===== src/rtl/ifc_pkg.sv =====
package ifc_pkg;
  localparam int unsigned FLAG_W_DEF   = 32;
  localparam int unsigned BANKS_DEF    = 4;
  localparam int unsigned PROG_N_DEF   = 4;
  localparam int unsigned PROG_LSB_DEF = 4;
endpackage


===== src/rtl/ifc_flag_reg.sv =====
module ifc_flag_reg #(
  parameter int unsigned NFLAG    = 32,
  parameter int unsigned NPROG    = 4,
  parameter int unsigned PROG_LSB = 4
) (
  input  logic             clk,
  input  logic             rst_n,
  input  logic [NFLAG-1:0] cond_i,
  input  logic [NPROG-1:0] prog_mask_i,
  input  logic [NFLAG-1:0] clr_i,
  output logic [NFLAG-1:0] flags_o
);
  logic [NFLAG-1:0] cancel;
  logic [NFLAG-1:0] set_v;
  logic [NFLAG-1:0] flags_q;

  always_comb begin
    cancel = '0;
    for (int k = 0; k < int'(NPROG); k++) begin
      cancel[PROG_LSB+k] = ~prog_mask_i[k];
    end
  end

  assign set_v = cond_i & ~cancel;

  always_ff @(posedge clk) begin
    if (!rst_n) flags_q <= '0;
    else        flags_q <= (flags_q & ~clr_i) | set_v;
  end

  assign flags_o = flags_q;

  p_set_lands_r2: assert property (@(posedge clk) disable iff (!rst_n)
    1'b1 |=> (($past(set_v) & ~flags_q) == '0));
  p_held_until_cleared_r6: assert property (@(posedge clk) disable iff (!rst_n)
    1'b1 |=> (($past(flags_q & ~clr_i) & ~flags_q) == '0));
  p_cancel_drops_r7: assert property (@(posedge clk) disable iff (!rst_n)
    1'b1 |=> (($past(cancel & ~flags_q) & flags_q) == '0));
  p_service_clears_r9: assert property (@(posedge clk) disable iff (!rst_n)
    1'b1 |=> (($past(clr_i & ~cond_i) & flags_q) == '0));
endmodule


===== src/rtl/ifc_mask_bank.sv =====
module ifc_mask_bank #(
  parameter int unsigned NFLAG  = 32,
  parameter int unsigned NBANK  = 4,
  localparam int unsigned SW    = (NBANK > 1) ? $clog2(NBANK) : 1
) (
  input  logic             clk,
  input  logic             rst_n,
  input  logic             we_i,
  input  logic [SW-1:0]    wsel_i,
  input  logic [NFLAG-1:0] wdata_i,
  input  logic             unpriv_i,
  input  logic [SW-1:0]    rsel_i,
  output logic [NFLAG-1:0] mask_o
);
  logic [NBANK-1:0][NFLAG-1:0] bank_q;
  logic wr_ok;

  assign wr_ok = we_i & ~unpriv_i;

  for (genvar g = 0; g < int'(NBANK); g++) begin : g_bank
    always_ff @(posedge clk) begin
      if (!rst_n)                               bank_q[g] <= '0;
      else if (wr_ok && (wsel_i == SW'(g)))     bank_q[g] <= wdata_i;
    end

    p_other_banks_kept_r10: assert property (@(posedge clk) disable iff (!rst_n)
      (we_i && (wsel_i != SW'(g))) |=> $stable(bank_q[g]));
  end

  assign mask_o = bank_q[rsel_i];

  p_unpriv_ignored_r8: assert property (@(posedge clk) disable iff (!rst_n)
    (we_i && unpriv_i) |=> $stable(bank_q));
  p_priv_write_lands_r8: assert property (@(posedge clk) disable iff (!rst_n)
    (we_i && !unpriv_i) |=> (bank_q[$past(wsel_i)] == $past(wdata_i)));
endmodule


===== src/rtl/ifc_prio_pick.sv =====
module ifc_prio_pick #(
  parameter int unsigned NFLAG = 32,
  localparam int unsigned IW   = (NFLAG > 1) ? $clog2(NFLAG) : 1
) (
  input  logic [NFLAG-1:0] req_i,
  output logic             any_o,
  output logic [IW-1:0]    idx_o
);
  logic [NFLAG-1:0] below;

  always_comb begin
    idx_o = '0;
    for (int i = int'(NFLAG) - 1; i >= 0; i--) begin
      if (req_i[i]) idx_o = IW'(i);
    end
  end

  assign any_o = |req_i;

  always_comb begin
    below = (NFLAG'(1) << idx_o) - NFLAG'(1);
    if (any_o) begin
      p_idx_lowest_r5: assert (req_i[idx_o] && ((req_i & below) == '0));
    end
  end
endmodule


===== src/rtl/intflag_ctrl.sv =====
module intflag_ctrl
  import ifc_pkg::*;
#(
  parameter int unsigned NFLAG    = FLAG_W_DEF,
  parameter int unsigned NBANK    = BANKS_DEF,
  parameter int unsigned NPROG    = PROG_N_DEF,
  parameter int unsigned PROG_LSB = PROG_LSB_DEF,
  localparam int unsigned SW      = (NBANK > 1) ? $clog2(NBANK) : 1,
  localparam int unsigned IW      = (NFLAG > 1) ? $clog2(NFLAG) : 1
) (
  input  logic             clk,
  input  logic             rst_n,
  input  logic [NFLAG-1:0] cond_i,
  input  logic [NPROG-1:0] prog_mask_i,
  input  logic [SW-1:0]    state_sel_i,
  input  logic             mask_we_i,
  input  logic [SW-1:0]    mask_wsel_i,
  input  logic [NFLAG-1:0] mask_wdata_i,
  input  logic             req_unpriv_i,
  input  logic             svc_valid_i,
  input  logic [IW-1:0]    svc_idx_i,
  output logic             irq_o,
  output logic [IW-1:0]    irq_idx_o,
  output logic [NFLAG-1:0] flags_o,
  output logic [NFLAG-1:0] pending_o
);
  logic [NFLAG-1:0] clr_v;
  logic [NFLAG-1:0] act_mask;
  logic             pick_any;
  logic [IW-1:0]    pick_idx;
  logic             irq_q;
  logic [IW-1:0]    idx_q;

  always_comb begin
    clr_v = '0;
    if (svc_valid_i) clr_v[svc_idx_i] = 1'b1;
  end

  ifc_flag_reg #(.NFLAG(NFLAG), .NPROG(NPROG), .PROG_LSB(PROG_LSB)) u_flags (
    .clk(clk), .rst_n(rst_n), .cond_i(cond_i), .prog_mask_i(prog_mask_i),
    .clr_i(clr_v), .flags_o(flags_o)
  );

  ifc_mask_bank #(.NFLAG(NFLAG), .NBANK(NBANK)) u_masks (
    .clk(clk), .rst_n(rst_n), .we_i(mask_we_i), .wsel_i(mask_wsel_i),
    .wdata_i(mask_wdata_i), .unpriv_i(req_unpriv_i), .rsel_i(state_sel_i),
    .mask_o(act_mask)
  );

  assign pending_o = flags_o & act_mask;

  ifc_prio_pick #(.NFLAG(NFLAG)) u_pick (
    .req_i(pending_o), .any_o(pick_any), .idx_o(pick_idx)
  );

  always_ff @(posedge clk) begin
    if (!rst_n) begin
      irq_q <= 1'b0;
      idx_q <= '0;
    end else begin
      irq_q <= pick_any;
      idx_q <= pick_idx;
    end
  end

  assign irq_o     = irq_q;
  assign irq_idx_o = idx_q;

  p_irq_tracks_r4: assert property (@(posedge clk) disable iff (!rst_n)
    1'b1 |=> (irq_o == (|($past(flags_o) & $past(act_mask)))));
  p_idx_pending_r5: assert property (@(posedge clk) disable iff (!rst_n)
    1'b1 |=> (!irq_o || $past(pending_o[pick_idx])));
  p_quiet_idx_r5: assert property (@(posedge clk) disable iff (!rst_n)
    !irq_o |-> (irq_idx_o == '0));
  p_pending_subset_r3: assert property (@(posedge clk) disable iff (!rst_n)
    ((pending_o & ~flags_o) == '0));
endmodule


===== config.mk =====
export PLATFORM = sky130hd
export DESIGN_NAME = intflag_ctrl
export DESIGN_NICKNAME = d
export VERILOG_FILES = /design/src/rtl/ifc_pkg.sv /design/src/rtl/ifc_flag_reg.sv /design/src/rtl/ifc_mask_bank.sv /design/src/rtl/ifc_prio_pick.sv /design/src/rtl/intflag_ctrl.sv
export SDC_FILE = /design/constraint.sdc
export NUM_CORES = 1
export LEC_CHECK = 0
export BUFFER_PORTS_ARGS = -buffer_cell sky130_fd_sc_hd__buf_2
export CORE_ASPECT_RATIO = 1.25
export CORE_MARGIN = 4
export CORE_UTILIZATION = 29
export CTS_BUF_LIST = sky130_fd_sc_hd__clkbuf_4 sky130_fd_sc_hd__clkbuf_8
export DETAILED_ROUTE_END_ITERATION = 8
export MAX_ROUTING_LAYER = met4
export PLACE_DENSITY = 0.5
export REMOVE_ABC_BUFFERS = 1
export SLEW_MARGIN = 10
export SYNTH_ARGS = -nofsm -noshare
export SYNTH_HDL_FRONTEND = slang
export SYNTH_HIERARCHICAL = 1
export SYNTH_SLANG_ARGS = --single-unit

===== constraint.sdc =====
create_clock -name clk -period 2.8 [get_ports clk]
set_clock_uncertainty 0.05 [all_clocks]
set_input_delay 0.28 -clock clk [delete_from_list [all_inputs] [get_ports clk]]
set_output_delay 0.28 -clock clk [all_outputs]
set_load 0.02 [all_outputs]

[Word-level counts from Yosys, hierarchy flattened]
Index checks and enable logic that the tools add are counted.
Word-level totals
  register bits after elaboration: 166
  output and inout port bits: 70
  input port bits: 82
Cells by class
  bitwise operators: 13
  muxes and demuxes: 36
  reduce and logical (&&, ||, !) cells: 12
  order comparisons: 3
  equality and inequality tests: 3
Operators with widths (number)
  $and A32 B32 Y32: 3
  $mux W5: 16
  $bmux W32 S2: 1
  $mux W32: 2
  $mux W4: 8
  $not A32 Y32: 1
  $not A8 Y32: 1
  $or A32 B32 Y32: 1
  $reduce_or A32 Y1: 1
  $reduce_or A17 Y1: 1
  $mux W3: 4
  $reduce_or A9 Y1: 1
  $lt A5 B6 Y1 const B: 1
  $not A1 Y1: 6
  $demux W1 S5: 1
  $ge A5 B1 Y1 const B: 1
  $logic_and A1 B1 Y1: 5
  $reduce_or A5 Y1: 1
  $eq A2 B2 Y1 const B: 2
  $mux W2: 2
  $lt A2 B3 Y1 const B: 1
  $reduce_or A3 Y1: 1
  $eq A2 B1 Y1 const B: 1
  $logic_not A2 Y1: 1
  other kinds (3): 4

[Depth between registers and ports, before layout]
  depth in word-level cells: 34
  gate-level depth with buffers: 11

[By module]
The synthesis kept the hierarchy.
By module, submodules not included
  ifc_mask_bank: cells each 492, instances 1, seq. area each 2562.5 um2, area an instance 5456.5 um2
  ifc_flag_reg: cells each 103, instances 1, seq. area each 640.6 um2, area an instance 1126.1 um2
  intflag_ctrl: cells each 91, instances 1, seq. area each 120.1 um2, area an instance 591.8 um2
  ifc_prio_pick: cells each 65, instances 1, seq. area each 0.0 um2, area an instance 385.4 um2

[Worst setup path before layout]
OpenSTA, ideal clock, no wires.
  path type: input -> register
  from: input state_sel_i[1]
  to: register idx_q[2] (netlist: irq_idx_o[2])
  arrival: 2.429 ns
  stages on the path: 10
  setup slack: 0.207 ns
  required time: 2.635 ns
  cells stage by stage: buf_2 > buf_4 > mux4_2 > and2_1 > or4_4 > a21oi_1 > o21ai_1 > nand2_1 > a21boi_2 > and2_1
RTL lines
  from (decl): RTL line intflag_ctrl.sv:15  | input logic [SW-1:0] state_sel_i,
  $bmux W32 S2: RTL line ifc_mask_bank.sv:30  | assign mask_o = bank_q[rsel_i];
  $mux W32 (implied by the code): RTL line ifc_mask_bank.sv:30
  named net act_mask[23]: RTL line intflag_ctrl.sv:28  | logic [NFLAG-1:0] act_mask;
  $and A32 B32 Y32: RTL line intflag_ctrl.sv:50  | assign pending_o = flags_o & act_mask;
  named net pending_o[23]: RTL line intflag_ctrl.sv:25  | output logic [NFLAG-1:0] pending_o
  $mux W5 (8 in series): RTL line ifc_prio_pick.sv:14  | if (req_i[i]) idx_o = IW'(i);
  $mux W4 (8 in series): RTL line ifc_prio_pick.sv:14
  $mux W3 (4 in series): RTL line ifc_prio_pick.sv:14
  to (signal assigned): RTL line intflag_ctrl.sv:62  | idx_q <= pick_idx;
  to (decl): RTL line intflag_ctrl.sv:32  | logic [IW-1:0] idx_q;
The timed path passes the listed nets, and every way through them passes these cells. The select of a mux whose other input is x is not followed.
A chain may end at the register's enable or synchronous reset.

[Final worst setup path]
  from: register u_masks/bank_q[124] (netlist bit)
  to: register idx_q[0] (netlist: irq_idx_o[0])
On the way
  longest elaborated chain between the ends: 31
RTL lines
  from (decl): RTL line ifc_mask_bank.sv:15  | logic [NBANK-1:0][NFLAG-1:0] bank_q;
  from (signal, indexed assignment): RTL line ifc_mask_bank.sv:23  | else if (wr_ok && (wsel_i == SW'(g))) bank_q[g] <= wdata_i;
  $bmux W32 S2: RTL line ifc_mask_bank.sv:30
  $mux W32 (implied by the code): RTL line ifc_mask_bank.sv:30
  named net act_mask[28]: RTL line intflag_ctrl.sv:28
  $and A32 B32 Y32: RTL line intflag_ctrl.sv:50
  $mux W5 (13 in series): RTL line ifc_prio_pick.sv:14
  $mux W4 (8 in series): RTL line ifc_prio_pick.sv:14
  $mux W3 (4 in series): RTL line ifc_prio_pick.sv:14
  $mux W2 (2 in series): RTL line ifc_prio_pick.sv:14
  $mux W1: RTL line ifc_prio_pick.sv:14
The timed path passes the listed nets, and every way through them passes these cells. The select of a mux whose other input is x is not followed.

==> reports/metrics.yaml <==
vias_per_cell: 4.68
wl_per_cell_um: 18.3
finalSetupViolCount: 0
wl_met3_um: 1390
clock_latency_ns: 0.46
cts_root_buf: "clkbuf_8"
cp.required_ns: 3.16
grt_max_degree: 55
dpl.cell_count: 1212
syn_area_per_cell_um2: 10.1
timing.final.crit_share_pct: 83.3
rows: 65
irDropWorstVdd_v: 0.000279
multiInputGateArea_mm2: 0.00398
synth.distinct_cells: 39
synth_edf_count: 0
seq_area_mm2: 0.00332
status: "finished clean"
critical_path.max_fanout: 6
fin_setup_tns_ns: 0
clkPwrFrac_pct: 36.9
overflow: 0
highest_layer: "met4"
tightestPinTransition_ns: 0.815
nFillCells: 2545
switchingPower_mw: 1.29
grt_pass1_vias: 6200
worst_slack_ns: 0.469
clock_path_buffers: 2
cp.arrival_ns: 2.69
clock_sinks: 166
diodes: 0
core_region_area_mm2: 0.0255
synth_top_area_share_pct: 44.0
drt-pass1-iter-count: 4
io_buffers: 151
ctsHtreeMaxLevel: 4
die-area_mm2: 0.0287
ys_ff_latch: 166
grt_pass1_wl_um: 36300
synth.area.top_cells: "dfxtp_1 44%, mux2i_1 17%, mux4_2 9.5%"
synth_area_mm2: 0.00756
finalHoldViolCount: 0
gp_congestion: 0.745
power_mw: 4.91
route.detailed.drc: 0
totalWireLength_um: 23400
die_x_um: 152
area_growth_pct: 25.4
track_usage_pct: 16.8
fin_cells: 1278
ant_nets: 0
drtIter0Drc: 366
io_pins: 152
nNetsFinal: 1013
cts.reportedPaths.clkPinSlew_ns: 0.09
drive_gt1_share_pct: 26.2
drt-met1-wl_um: 10400
synth_warnings: 6
cts_tree: "yes"
cellInternalPower_mw: 3.62
ys_seq_area_share_pct: 44.0
switching_share_pct: 26.2
dpl-instance-area_mm2: 0.00872
antenna_found_initial: 0
end_kind: "flop"
initial_core_util_pct: 29.7
fmax_ghz: 0.429
synth_cells: 751
numCtsBuffers: 17
p_leak_nw: 4.37
hpwl_um: 16500
slew_viol_final: 0
combPwrFrac_pct: 12.3
rsz0062_at_grt: "no"
start_kind: "flop"
die_h_um: 189
fin_crit_ns: 2.33
hold_class: "in -> reg"
num_vias: 5980
critPathKind: "reg -> reg"
met2_length_um: 11400
synth-main-ff-cell: "dfxtp_1"
netlist.top_cell.by_area: "dfxtp_1"
pwr-share-seq_pct: 50.9
power_density_mw_per_mm2: 518
async_reset_ff_share_pct: 0
place_ws_ns: 0.0805
finalInstanceArea_mm2: 0.00948
maxCapViolCount: 0
max_slew_margin_pct: 45.7
-- logic make-up (layout without fill, tap and decap cells) --
logic type | Yosys count | after routing | share of synthesized area, %
AND/OR/NAND/NOR | 319 | 319 | 20.4
multiplexers | 160 | 160 | 26.5
AO/OA/AOI/OAI | 54 | 54 | 5.25
flip-flops | 166 | 166 | 44.0
buffers and inverters | 52 | 244 | 3.87
-- path summary, 6_finish.rpt --
check             slack, ns  depth (start not counted)                start                   to
setup / recovery       0.47                          8  u_masks/bank_q[124]         irq_idx_o[0]
hold / removal         0.05                          3            cond_i[5]   u_flags/flags_o[5]
setup reg to reg       0.47                          8  u_masks/bank_q[124]         irq_idx_o[0]
hold reg to reg        0.41                          2  u_masks/bank_q[119]  u_masks/bank_q[119]
-- worst max-delay path: stages (launching register included) --
cell and delay, ns:
dfxtp_1 0.32, mux4_2 0.45, and2_1 0.21, nor3b_1 0.21, nor3_1 0.08, o31ai_1 0.31, o2111ai_1 0.19, a221oi_1 0.29
and2_1 0.16
-- synth_stat cells (2+ instances only) --
master	n
o21a_1	29
buf_1	2
or4_1	2
nor4_1	7
o31ai_1	4
inv_1	6
nand2b_1	6
nor3b_1	2
a2111oi_0	2
mux2i_1	128
a21oi_1	7
o21ai_0	2
nor3_1	5
mux4_2	32
nor2_1	42
nand4bb_1	5
buf_2	15
nand4_1	2
nand4b_1	4
dfxtp_1	166
a21boi_2	3
and2_1	39
clkbuf_1	11
nand2_1	168
or4_4	2
nor2b_1	29
buf_6	3
buf_4	15
a21boi_0	2
nor3_2	2
-- registers in the layout, indices dropped and copies added, names as in the netlist --
register	flops
u_flags/flags_o	32
u_masks/bank_q	128
irq_o	1
irq_idx_o	5
-- final cells by class --
type	count	share of cell area, %
Clock inverter	12	1.62
Timing Repair Buffer	207	14.1
Tap cell	335	4.42
Clock buffer	19	2.69
Sequential cell	166	35.0
Inverter	6	0.237
Multi-Input combinational cell	533	41.9
-- per-stage QoR --
step / hold slack, ns / utilization [%]
2_1_floorplan: 0.348 / -
5_1_grt: 0.0455 / 37.3
6_report: 0.0530 / 37.3
3_5_place_dp: 0.397 / 34.3
3_3_place_gp: 0.388 / 34.3
4_1_cts: 0.00263 / 37.3
-- power groups by stage --
stage / clock (mW) / sequential [mW] / combinational, mW
final: 1.81 / 2.50 / 0.601
after CTS: 1.88 / 2.50 / 0.611
after global routing: 1.95 / 2.51 / 0.657
after global placement: 0 / 2.55 / 0.570
after detailed placement: 0 / 2.55 / 0.572
after floorplan: 0 / 2.58 / 0.242
-- layout by cell type, fill, tap and decap left out, types with 7 or more instances in the layout --
cell             n
a21oi_1          7
and2_1          39
buf_2          150
buf_4           16
clkbuf_8        18
dfxtp_1        166
dlygate4sd3_1   35
mux2i_1        128
mux4_2          32
nand2_1        168
nor2_1          42
nor2b_1         29
nor4_1           7
o21a_1          29
-- per-layer routing --
| layer | track usage [%] | vias to the layer above |
|---|---|---|
| met3 | 4.36 | 15 |
| met4 | 4.42 | 0 |
| met2 | 27.6 | 142 |
| met5 | - | - |
| li1 | - | 2945 |
| met1 | 20.6 | 2878 |
-- repair_timing --
action | in CTS | in global routing
endpoints found under the hold margin | 32 | 0
hold buffers | 35 | 0
resized for setup | 0 | 0
setup buffers | 0 | 0
Note: power is estimated with default switching activity, not from simulation.
